## config.mk

```make
export PLATFORM = sky130hd
export DESIGN_NAME = compl_idle_out
export DESIGN_NICKNAME = d
export VERILOG_FILES = /design/src/rtl/cio_pkg.sv /design/src/rtl/cio_idle_lock.sv /design/src/rtl/cio_dead_timer.sv /design/src/rtl/compl_idle_out.sv
export SDC_FILE = /design/constraint.sdc
export NUM_CORES = 1
export LEC_CHECK = 0
export ABC_AREA = 1
export BUFFER_PORTS_ARGS = -buffer_cell sky130_fd_sc_hd__buf_4
export CORE_ASPECT_RATIO = 0.9
export CORE_MARGIN = 2
export CORE_UTILIZATION = 65
export DETAILED_ROUTE_END_ITERATION = 10
export PLACE_DENSITY = 0.86
export SLEW_MARGIN = 20
export SYNTH_ARGS = -nofsm -noshare
export SYNTH_HDL_FRONTEND = slang
export SYNTH_HIERARCHICAL = 1
export SYNTH_SLANG_ARGS = --single-unit
```

## constraint.sdc

```tcl
create_clock -name clk -period 3.63 [get_ports clk]
set_clock_uncertainty 0.05 [all_clocks]
set_input_delay 0.726 -clock clk [delete_from_list [all_inputs] [get_ports clk]]
set_output_delay 0.726 -clock clk [all_outputs]
set_load 0.02 [all_outputs]
```

## src/rtl/cio_pkg.sv

```systemverilog
// Shared definitions for the complementary output idle-state controller.
// Assumes a two-bit protection level and a four-way output drive selector.
package cio_pkg;
    localparam int LOCK_W = 2;

    // What an output register loads on the next edge.
    typedef enum logic [1:0] {
        DRV_LOW  = 2'd0,
        DRV_REF  = 2'd1,
        DRV_HOLD = 2'd2,
        DRV_IDLE = 2'd3
    } drv_e;
endpackage

```

## src/rtl/cio_idle_lock.sv

```systemverilog
// Idle-level storage with a protection level that only reset can lower.
// Assumes that writes are single-cycle strobes. An idle write is judged
// against the level held before the current edge.
module cio_idle_lock #(
    parameter int N_IDLE = 7
) (
    input  logic                      clk,
    input  logic                      rst_n,
    input  logic                      idle_wr,
    input  logic [N_IDLE-1:0]         idle_wdata,
    input  logic                      lock_wr,
    input  logic [cio_pkg::LOCK_W-1:0] lock_wdata,
    output logic [N_IDLE-1:0]         idle_q,
    output logic [cio_pkg::LOCK_W-1:0] lock_q
);
    // Protection level: only moves upward.
    always_ff @(posedge clk) begin
        if (!rst_n) begin
            lock_q <= '0;
        end else if (lock_wr && (lock_wdata > lock_q)) begin
            lock_q <= lock_wdata;
        end
    end

    // Idle levels: writable only while unprotected.
    always_ff @(posedge clk) begin
        if (!rst_n) begin
            idle_q <= '0;
        end else if (idle_wr && (lock_q == '0)) begin
            idle_q <= idle_wdata;
        end
    end
endmodule

```

## src/rtl/cio_dead_timer.sv

```systemverilog
// Per-channel dead-time sequencer. It decides what the channel's output
// registers load on the next edge: low, the reference level, a hold or the
// idle level. Assumes that dead_cycles is stable while a count is running.
module cio_dead_timer #(
    parameter int DT_W = 8
) (
    input  logic            clk,
    input  logic            rst_n,
    input  logic            out_en,
    input  logic            ref_in,
    input  logic [DT_W-1:0] dead_cycles,
    output cio_pkg::drv_e   drv,
    output logic            ref_lvl
);
    import cio_pkg::*;

    logic            ref_q;
    logic [DT_W-1:0] gap_cnt;
    logic [DT_W-1:0] idle_cnt;

    // Reference tracking and both dead-time counters.
    always_ff @(posedge clk) begin
        if (!rst_n) begin
            ref_q    <= 1'b0;
            gap_cnt  <= '0;
            idle_cnt <= '0;
        end else if (out_en) begin
            idle_cnt <= dead_cycles;
            if (ref_in != ref_q) begin
                ref_q   <= ref_in;
                gap_cnt <= dead_cycles;
            end else if (gap_cnt != '0) begin
                gap_cnt <= gap_cnt - 1'b1;
            end
        end else begin
            ref_q   <= ref_in;
            gap_cnt <= dead_cycles;
            if (idle_cnt != '0) begin
                idle_cnt <= idle_cnt - 1'b1;
            end
        end
    end

    // Drive selection for the next edge.
    always_comb begin
        if (out_en) begin
            if ((ref_in != ref_q) || (gap_cnt != '0)) drv = DRV_LOW;
            else                                     drv = DRV_REF;
        end else begin
            if (idle_cnt != '0) drv = DRV_HOLD;
            else                drv = DRV_IDLE;
        end
    end

    assign ref_lvl = ref_q;
endmodule

```

## src/rtl/compl_idle_out.sv

```systemverilog
// Complementary output stage: N_PAIR channels with main and complementary
// outputs plus one main-only channel, with dead time and idle levels.
// Assumes that the reference waveforms are synchronous to clk.
module compl_idle_out #(
    parameter int DT_W   = 8,
    parameter int N_PAIR = 3
) (
    input  logic                       clk,
    input  logic                       rst_n,
    input  logic                       out_en,
    input  logic [N_PAIR:0]            ref_wave,
    input  logic [DT_W-1:0]            dead_cycles,
    input  logic                       idle_wr,
    input  logic [2*N_PAIR:0]          idle_wdata,
    output logic [2*N_PAIR:0]          idle_rd,
    input  logic                       lock_wr,
    input  logic [cio_pkg::LOCK_W-1:0] lock_wdata,
    output logic [cio_pkg::LOCK_W-1:0] lock_level,
    output logic [N_PAIR:0]            main_out,
    output logic [N_PAIR-1:0]          comp_out
);
    import cio_pkg::*;

    localparam int N_MAIN = N_PAIR + 1;
    localparam int N_IDLE = N_MAIN + N_PAIR;

    logic [N_IDLE-1:0] idle_q;
    drv_e              drv     [N_MAIN];
    logic [N_MAIN-1:0] ref_lvl;
    logic [N_MAIN-1:0] main_q;
    logic [N_PAIR-1:0] comp_q;

    cio_idle_lock #(.N_IDLE(N_IDLE)) u_cfg (
        .clk        (clk),
        .rst_n      (rst_n),
        .idle_wr    (idle_wr),
        .idle_wdata (idle_wdata),
        .lock_wr    (lock_wr),
        .lock_wdata (lock_wdata),
        .idle_q     (idle_q),
        .lock_q     (lock_level)
    );

    for (genvar g = 0; g < N_MAIN; g++) begin : g_main
        cio_dead_timer #(.DT_W(DT_W)) u_dt (
            .clk         (clk),
            .rst_n       (rst_n),
            .out_en      (out_en),
            .ref_in      (ref_wave[g]),
            .dead_cycles (dead_cycles),
            .drv         (drv[g]),
            .ref_lvl     (ref_lvl[g])
        );

        // Main output register for this channel.
        always_ff @(posedge clk) begin
            if (!rst_n) begin
                main_q[g] <= 1'b0;
            end else begin
                case (drv[g])
                    DRV_LOW:  main_q[g] <= 1'b0;
                    DRV_REF:  main_q[g] <= ref_lvl[g];
                    DRV_HOLD: main_q[g] <= main_q[g];
                    DRV_IDLE: main_q[g] <= idle_q[g];
                    default:  main_q[g] <= 1'b0;
                endcase
            end
        end
    end

    for (genvar g = 0; g < N_PAIR; g++) begin : g_comp
        // Complementary output register for this channel.
        always_ff @(posedge clk) begin
            if (!rst_n) begin
                comp_q[g] <= 1'b0;
            end else begin
                case (drv[g])
                    DRV_LOW:  comp_q[g] <= 1'b0;
                    DRV_REF:  comp_q[g] <= ~ref_lvl[g];
                    DRV_HOLD: comp_q[g] <= comp_q[g];
                    DRV_IDLE: comp_q[g] <= idle_q[N_MAIN+g];
                    default:  comp_q[g] <= 1'b0;
                endcase
            end
        end
    end

    assign idle_rd  = idle_q;
    assign main_out = main_q;
    assign comp_out = comp_q;
endmodule

```

Word-level counts from Yosys, hierarchy flattened:

Cells that the tools add are included.
Widths: inputs -> output; s select.

* input bits: 26
* register bits: 84
* output and inout bits: 16
* word-level logic and storage cells: 127

* $add $sub $neg: 8
* muxes and demuxes: 47
* bitwise logic cells: 3
* equality and inequality tests: 24
* reduce and logical (&&, ||, !) cells: 23
* $lt $le $gt $ge: 1

Operators by type and width (count)
* $mux 8: 20
* $reduce_bool 8->1: 8
* $sub 8x1->8 const B: 8
* $pmux 1 s3: 7
* $eq 2x2->1 const B: 8
* $mux 1: 16
* $ne 3x1->1 const B: 4
* $logic_not 2->1: 5
* $eq 2x1->1 const B: 4
* $mux 2: 4
* $ne 2x1->1 const B: 4
* $reduce_bool 2->1: 4
* $logic_or 1x1->1: 4
* $ne 1x1->1: 4
* $not 1->1: 3
* $gt 2x2->1: 1
* $logic_and 1x1->1: 2

Logic depth before layout (Yosys ltp):

Gate-level depths: netlist of the first run.

* word-level depth: 6
* gate-level depth with buffers: 11
* mapped depth without buffers: 11

Hierarchy:

Netlist of the first run, hierarchy kept.

Modules (own cells, without submodules)
* cio_dead_timer: area an instance 1086.0 sq um, cells an instance 155, sequential area each 340.3 sq um, instances 4
* cio_idle_lock: area an instance 385.4 sq um, cells an instance 52, sequential area each 180.2 sq um, instances 1
* compl_idle_out: area an instance 374.1 sq um, cells an instance 60, sequential area each 140.1 sq um, instances 1

Worst setup path after synthesis of the first run:

No wires, ideal clock.

* path kind: input to register
* start point: in out_en
* end point: reg comp_q[1], in the netlist comp_out[1]
* path slack: 1.929 ns
* required time: 3.471 ns
* setup time: 0.109 ns
* arrival: 1.543 ns
* stages on the path: 10
* path buffers: 0
* cell sequence: nor2_1 -> nand3_2 -> nor2_4 -> inv_1 -> nand2_1 -> inv_1 -> nand3_1 -> nand3_1 -> nand2_1 -> inv_1

RTL lines
* from (decl): line compl_idle_out.sv:10 `input logic out_en,`
* to (signal, indexed assignment): line compl_idle_out.sv:79 `DRV_REF: comp_q[g] <= ~ref_lvl[g];`
* to (signal, indexed assignment): line compl_idle_out.sv:80 `DRV_HOLD: comp_q[g] <= comp_q[g];`
* to (signal, indexed assignment): line compl_idle_out.sv:81 `DRV_IDLE: comp_q[g] <= idle_q[N_MAIN+g];`
* to (decl): line compl_idle_out.sv:31 `logic [N_PAIR-1:0] comp_q;`

==> flow_metrics.tcl, run 1 <==
set metrics [dict create \
    status "complete, no violations" \
    stdcell_count 873 \
    synth_seq_cells 84 \
    rr_endpoint "comp_out[1]$_SDFFE_PN0P_" \
    antenna_found_initial 0 \
    io_pins 42 \
    place.port_buffers 41 \
    met1_length_um 5110 \
    top_layer "met4" \
    synthArstFlopShare 0 \
    cts_max_level 3 \
    grt_usage 0.293 \
    slew_viol_final 0 \
    routabilityCongestion 0.868 \
    startpoint_type "primary input" \
    detail-route-antenna-nets 0 \
    worstHoldEndpoint "u_cfg/idle_q[3]$_SDFFE_PN0P_" \
    critPathRequiredTime_ns 3.83 \
    wl_per_cell_um 13.7 \
    dpl_worst_slack_ns 1.32 \
    core-area_mm2 0.00758 \
    synth_top_cell_by_area "dfxtp_1" \
    grt_pass1_wl_um 20400 \
    cts.clk_slew.worst_paths_ns 0.07 \
    synth_ff_type "dfxtp_1" \
    drive_above_1_share 0.158 \
    dieArea_mm2 0.00858 \
    final_cell_mix "135 x nand2_1, 108 x inv_1, 84 x dfxtp_1, 84 x nor2_1, 70 x nand3_1" \
    first_pass_iters 5 \
    relSlewSlack 0.633 \
    final_common_cell "nand2_1" \
    ctsHoldBuffers 0 \
    dp_cells 861 \
    die_h_um 88.1 \
    drt_iter0_markers 233 \
    syn_nets 776 \
    placed_area_mm2 0.00549 \
    finalSetupViolCount 0 \
    max_freq_mhz 508 \
    grt_setup_unrepaired "no" \
    hold_path.class "flip-flop to flip-flop" \
    synth_area_leaders "dfxtp_1 33%, nand2_1 9.9%, inv_1 7.9%" \
    criticalPathCategory "primary input to flip-flop" \
    synthCells 732 \
    min_from "u_cfg/idle_q[3]$_SDFFE_PN0P_" \
    gr-total-overflow 0 \
    met3_length_um 775 \
    vias_per_cell 5.49 \
    ir_drop_v 0.000280 \
    crit_path_max_fanout 52 \
    rows 30 \
    postCtsSetupBuffers 0 \
    root_buffer "clkbuf_8" \
    postLayoutCellArea_mm2 0.00564 \
    worst-r2r-setup-slack_ns 1.90 \
    reg2reg_depth 11 \
    route.detailed.drc 0 \
    maxCapViolations 0 \
    cts_sinks 84 \
    layout_setup_ws_ns 1.66 \
    syn_area_mm2 0.00510 \
    worst_pin_slew_ns 0.550 \
    drt-total-wl_um 11900 \
    yosysTopAreaCellShare 0.329 \
    avgSynthCellArea_um2 6.97 \
    clockBufferDepth 2 \
    power.leakage_nw 2.75 \
    fin_crit_ns 1.97 \
    wl_met2_um 5630 \
    n_fill_cell 614 \
    yosys_warnings 6 \
    power.density_mw_per_mm2 426 \
    finalHoldViolations 0 \
    nNetsFinal 820 \
    die_w_um 97.4 \
    cts_tree "done" \
    grt_max_degree 53 \
    dp_hpwl_um 8800 \
    yosysSeqAreaShare 0.329 \
    worstPathArrival_ns 2.18 \
    clock_latency_ns 0.35 \
    r2r-start "g_main[1].u_dt/gap_cnt[0]$_SDFFE_PN0P_" \
    vias 4791 \
    initial_core_util 0.673 \
    hold_depth 2 \
    syn2layout_area_growth_pct 10.4 \
    cts_resized 0 \
    finalSetupTns_ns 0 \
    diodes 0 \
    grt_pass1_vias 4573 \
    endpoint_kind "flip-flop" \
    synth_edf_count 0 \
    synth_cell_types 29 \
    numCtsBuffers 9 \
    fin_crit_sh 0.543 \
    post-route-util 0.743 \
]
worst max-delay path by stage:
stage                     startpoint                       end  slack [ns]  depth (start not counted)
after global routing          out_en  comp_out[0]$_SDFFE_PN0P_        1.53                         11
after CTS                     out_en  comp_out[1]$_SDFFE_PN0P_        1.69                         10
after detailed placement      out_en  comp_out[1]$_SDFFE_PN0P_        1.32                         10
after global placement        out_en  comp_out[1]$_SDFFE_PN0P_        1.43                         10
final                         out_en  comp_out[1]$_SDFFE_PN0P_        1.66                         10
after floorplan               out_en  comp_out[1]$_SDFFE_PN0P_        1.93                         10
stage by stage:
| step | hold slack [ns] | power, mW |
|---|---|---|
| after floorplan | 0.421 | 1.66 |
| after global placement | 0.449 | 1.82 |
| after detailed placement | 0.444 | 1.86 |
| after CTS | 0.454 | 2.41 |
| after global routing | 0.479 | 2.55 |
| final | 0.463 | 2.40 |
power by group:
part	internal [mW]	switching (mW)	total, mW
Sequential	1.02	0.0888	1.11
Combinational	0.272	0.467	0.739
Clock	0.253	0.305	0.558
logic make-up (layout without fill, tap and decap cells):
group | after synthesis | count (layout) | share of synthesized area
AND/OR/NAND/NOR | 351 | 351 | 0.356
AO/OA/AOI/OAI | 134 | 134 | 0.140
buffers and inverters | 129 | 174 | 0.103
flip-flops | 84 | 84 | 0.329
adder cells (fa/ha/maj) | 18 | 18 | 0.0441
XOR/XNOR | 16 | 16 | 0.0275
registers in the layout, indices dropped and copies added, names as in the netlist:
signal	count
u_cfg/lock_q	2
comp_out	3
g_main.u_dt/ref_lvl	4
g_main.u_dt/idle_cnt	32
main_out	4
u_cfg/idle_q	7
g_main.u_dt/gap_cnt	32
final cells by class:
class,instances,area (µm²),share of cell area
Multi-Input combinational cell,519,2900,0.514
Sequential cell,84,1680,0.298
Inverter,121,487,0.0863
Timing Repair Buffer,41,308,0.0546
Clock buffer,12,145,0.0257
Tap cell,96,120,0.0213
Yosys cell counts, types with 12 or more instances:
| cell | instances |
|---|---|
| dfxtp_1 | 84 |
| nor2_1 | 84 |
| nand2_2 | 13 |
| nor2_4 | 12 |
| inv_1 | 108 |
| nand2_1 | 135 |
| a21oi_1 | 54 |
| nand3_1 | 70 |
| o21ai_0 | 55 |
| ha_1 | 18 |
critical path, cell delays in order:
cell and delay, ns:
buf_4 0.45, nand3_4 0.23, inv_8 0.15, nand2_8 0.08, nand2_1 0.16, inv_1 0.08
nand3_1 0.09, nand3_1 0.10, nand2_1 0.07, inv_1 0.04
layer usage:
layer | up-vias | GRT usage
met1 | 2164 | 0.361
met3 | 42 | 0.0599
li1 | 2421 | -
met5 | - | 0
met4 | 0 | 0.128
met2 | 164 | 0.507
Power figures use the tool's default switching activity.
==> run 2, diff against run 1 <==
--- a/config.mk
+++ b/config.mk
@@ -5,13 +5,13 @@
 export SDC_FILE = /design/constraint.sdc
 export NUM_CORES = 1
 export LEC_CHECK = 0
-export ABC_AREA = 1
+export ABC_AREA = 0
 export BUFFER_PORTS_ARGS = -buffer_cell sky130_fd_sc_hd__buf_4
 export CORE_ASPECT_RATIO = 0.9
 export CORE_MARGIN = 2
-export CORE_UTILIZATION = 65
+export CORE_UTILIZATION = 54
 export DETAILED_ROUTE_END_ITERATION = 10
-export PLACE_DENSITY = 0.86
+export PLACE_DENSITY = 0.77
 export SLEW_MARGIN = 20
 export SYNTH_ARGS = -nofsm -noshare
 export SYNTH_HDL_FRONTEND = slang
==> constraint.sdc (replaced) <==
create_clock -name clk -period 1.6 [get_ports clk]
set_clock_uncertainty 0.05 [all_clocks]
set_input_delay 0.32 -clock clk [delete_from_list [all_inputs] [get_ports clk]]
set_output_delay 0.32 -clock clk [all_outputs]
set_load 0.02 [all_outputs]
==> flow_metrics.tcl, run 2 <==
set metrics [dict create \
    grt_use_met1 0.310 \
    route.detailed.drc 0 \
    synth_simple_gate_area_share 0.246 \
    finalSetupViolCount 0 \
    nNetsFinal 628 \
    fin_crit_sh 0.979 \
    yosysTopAreaCellShare 0.374 \
    core-area_mm2 0.00807 \
    path_delay_family "simple AND/OR/NAND/NOR gates" \
    endpoint_kind "flip-flop" \
    power_mw 5.42 \
    power.leakage_nw 2.27 \
    yosysSeqAreaShare 0.374 \
    synth_area_leaders "dfxtp_1 37%, mux2i_1 6.2%, a211oi_1 6.0%" \
    syn2layout_area_growth_pct 18.9 \
    rows 31 \
    busiest_layer "met2" \
    dp_hpwl_um 7180 \
    relSlewSlack 0.718 \
    crit_buf_inv 2 \
    place.port_buffers 41 \
    crit_path_max_fanout 6 \
    synth_compound_area_frac 0.119 \
    grt_pass1_wl_um 17100 \
    synthMostInstantiatedCell "dfxtp_1" \
    drive_above_1_share 0.199 \
    cts_tree "done" \
    drt-total-wl_um 10500 \
    synth_ff_type "dfxtp_1" \
    status "complete, no violations" \
    first_pass_iters 4 \
    worst_pin_slew_ns 0.419 \
    max_freq_mhz 639 \
    ir_drop_v 0.000680 \
    synth_edf_count 0 \
    vias 3750 \
    grt_max_degree 36 \
    syn_area_mm2 0.00450 \
    cts_max_level 3 \
    maxCapViolations 0 \
    critPathRequiredTime_ns 1.79 \
    synth_mux_area_frac 0.0623 \
    cpPeakStageDelay_ns 0.36 \
    synth_top_cells_by_count "84 x dfxtp_1, 68 x nand2_1, 60 x nor2_1, 36 x a211oi_1, 29 x inv_1" \
    fin_crit_ns 1.57 \
    avgSynthCellArea_um2 8.63 \
    die_w_um 100 \
    dieArea_mm2 0.00907 \
    final_common_cell "dfxtp_1" \
    synth_fa_ha_area_frac 0.0501 \
    hold_ws_ns 0.131 \
    grt_setup_unrepaired "yes" \
    crit_chain "inv_2, ha_4, nor3b_4, nand4_1, buf_4, nand2_2, a211oi_1" \
    diodes 0 \
    synth_top_cell_by_area "dfxtp_1" \
    die_h_um 90.6 \
    final_cell_mix "79 x dfxtp_1, 71 x buf_4, 65 x nand2_1" \
    yosys_warnings 6 \
    root_buffer "clkbuf_8" \
    clock_latency_ns 0.35 \
    cts_sinks 84 \
    hold_path.class "primary input to flip-flop" \
    gr-usage-met3 0.0550 \
    grt_usage 0.237 \
    io_pins 42 \
    initial_core_util 0.557 \
    synthCells 521 \
    syn_nets 565 \
    wl_per_cell_um 15.2 \
    synth_seq_cells 84 \
    reg2reg_depth 7 \
    power.density_mw_per_mm2 1010 \
    drt_iter0_markers 157 \
    antenna_found_initial 0 \
    vias_per_cell 5.45 \
    n_fill_cell 674 \
    criticalPathCategory "flip-flop to flip-flop" \
    cp_slowest_cell "dfxtp_2" \
    detail-route-antenna-nets 0 \
    synthArstFlopShare 0 \
    routabilityCongestion 0.834 \
    multiInputGateArea_mm2 0.00272 \
    synthXorXnorAreaFrac 0.101 \
    hold_depth 2 \
    regArea_mm2 0.00169 \
    grt_pass1_vias 3695 \
    finalHoldViolations 0 \
    met2_usage 0.381 \
    startpoint_type "flip-flop" \
    cts.clk_slew.worst_paths_ns 0.08 \
    clockBufferDepth 2 \
    slew_viol_final 0 \
    synth_cell_types 34 \
    synth_top_family_by_area "simple AND/OR/NAND/NOR gates" \
    top_regs "g_main.u_dt/gap_cnt (32), g_main.u_dt/idle_cnt (32), u_cfg/idle_q (7)" \
    worst-path-stages 7 \
    gr-total-overflow 0 \
    worstPathArrival_ns 1.75 \
    numCtsBuffers 9 \
]
## run 2: changes by cell type in the layout (fill, tap and decap cells not counted), sizes merged, moves of 20 or more
cell / before / now
buf: 41 / 71
mux2i: 0 / 28
a21oi: 59 / 18
nand2: 156 / 68
a211oi: 0 / 37
nand3: 78 / 4
nor2: 101 / 60
o21ai: 63 / 14
xor2: 8 / 28
inv: 121 / 29
## run 2: timing repair
item | 4_1_cts | 5_1_grt
endpoints found under the hold margin | 0 | 0
pin swaps | 1 | 13
resized for setup | 3 | 28
hold buffers | 0 | 0
buffers inserted | 1 | 5
setup endpoints to repair | 2 | 35
## run 2: report_power, final
| group | internal (mW) | total, mW | leakage [nW] | switching, mW |
|---|---|---|---|---|
| clock | 0.603 | 1.36 | 0.0824 | 0.755 |
| combinational | 0.731 | 1.48 | 1.49 | 0.754 |
| sequential | 2.31 | 2.57 | 0.699 | 0.264 |
| total | 3.64 | 5.42 | 2.27 | 1.77 |
## run 2: metal layers
layer	share of wire	routed length [µm]	vias up
met3	0.055	573	21
met5	0	0	-
met2	0.48	4990	82
li1	-	-	1903
met1	0.45	4710	1744
met4	0.020	210	0
## run 2: final timing paths
| kind | startpoint | to | slack, ns |
|---|---|---|---|
| worst max-delay path | g_main[1].u_dt/gap_cnt[0]$_SDFFE_PN0P_ | g_main[1].u_dt/gap_cnt[5]$_SDFFE_PN0P_ | 0.03 |
| worst min-delay path | ref_wave[1] | g_main[1].u_dt/ref_lvl$_SDFFE_PN0P_ | 0.13 |
| worst max register to register | g_main[1].u_dt/gap_cnt[0]$_SDFFE_PN0P_ | g_main[1].u_dt/gap_cnt[5]$_SDFFE_PN0P_ | 0.03 |
| worst min register to register | comp_out[2]$_SDFFE_PN0P_ | comp_out[2]$_SDFFE_PN0P_ | 0.43 |
## run 2: final cells by class
type | count | area share
Tap cell | 99 | 0.0232
Timing Repair Buffer | 71 | 0.0997
Clock buffer | 12 | 0.0272
Multi-Input combinational cell | 389 | 0.509
Clock inverter | 4 | 0.00468
Sequential cell | 84 | 0.316
Inverter | 29 | 0.0204
## run 2: cell families (layout without fill, tap and decap cells)
kind of cell    Yosys count  in the layout
mux                      28             28
xor+xnor                 52             52
fa+ha+maj                18             18
compound gates           82             82
flops                    84             84
simple gates            209            209
buf+inv                  48            116
## run 2: stage by stage
stage          area, µm²  setup slack, ns   TNS, ns   util  std cells
4_1_cts             5190         -0.00954  -0.00954  0.643        683
6_report            5350           0.0341         0  0.663        688
3_5_place_dp        5000          -0.0217   -0.0356  0.620        666
2_1_floorplan       4500           0.0548         0      -        521
3_3_place_gp        5000           0.0630         0  0.620        666
5_1_grt             5350          -0.0742    -0.197  0.663        688
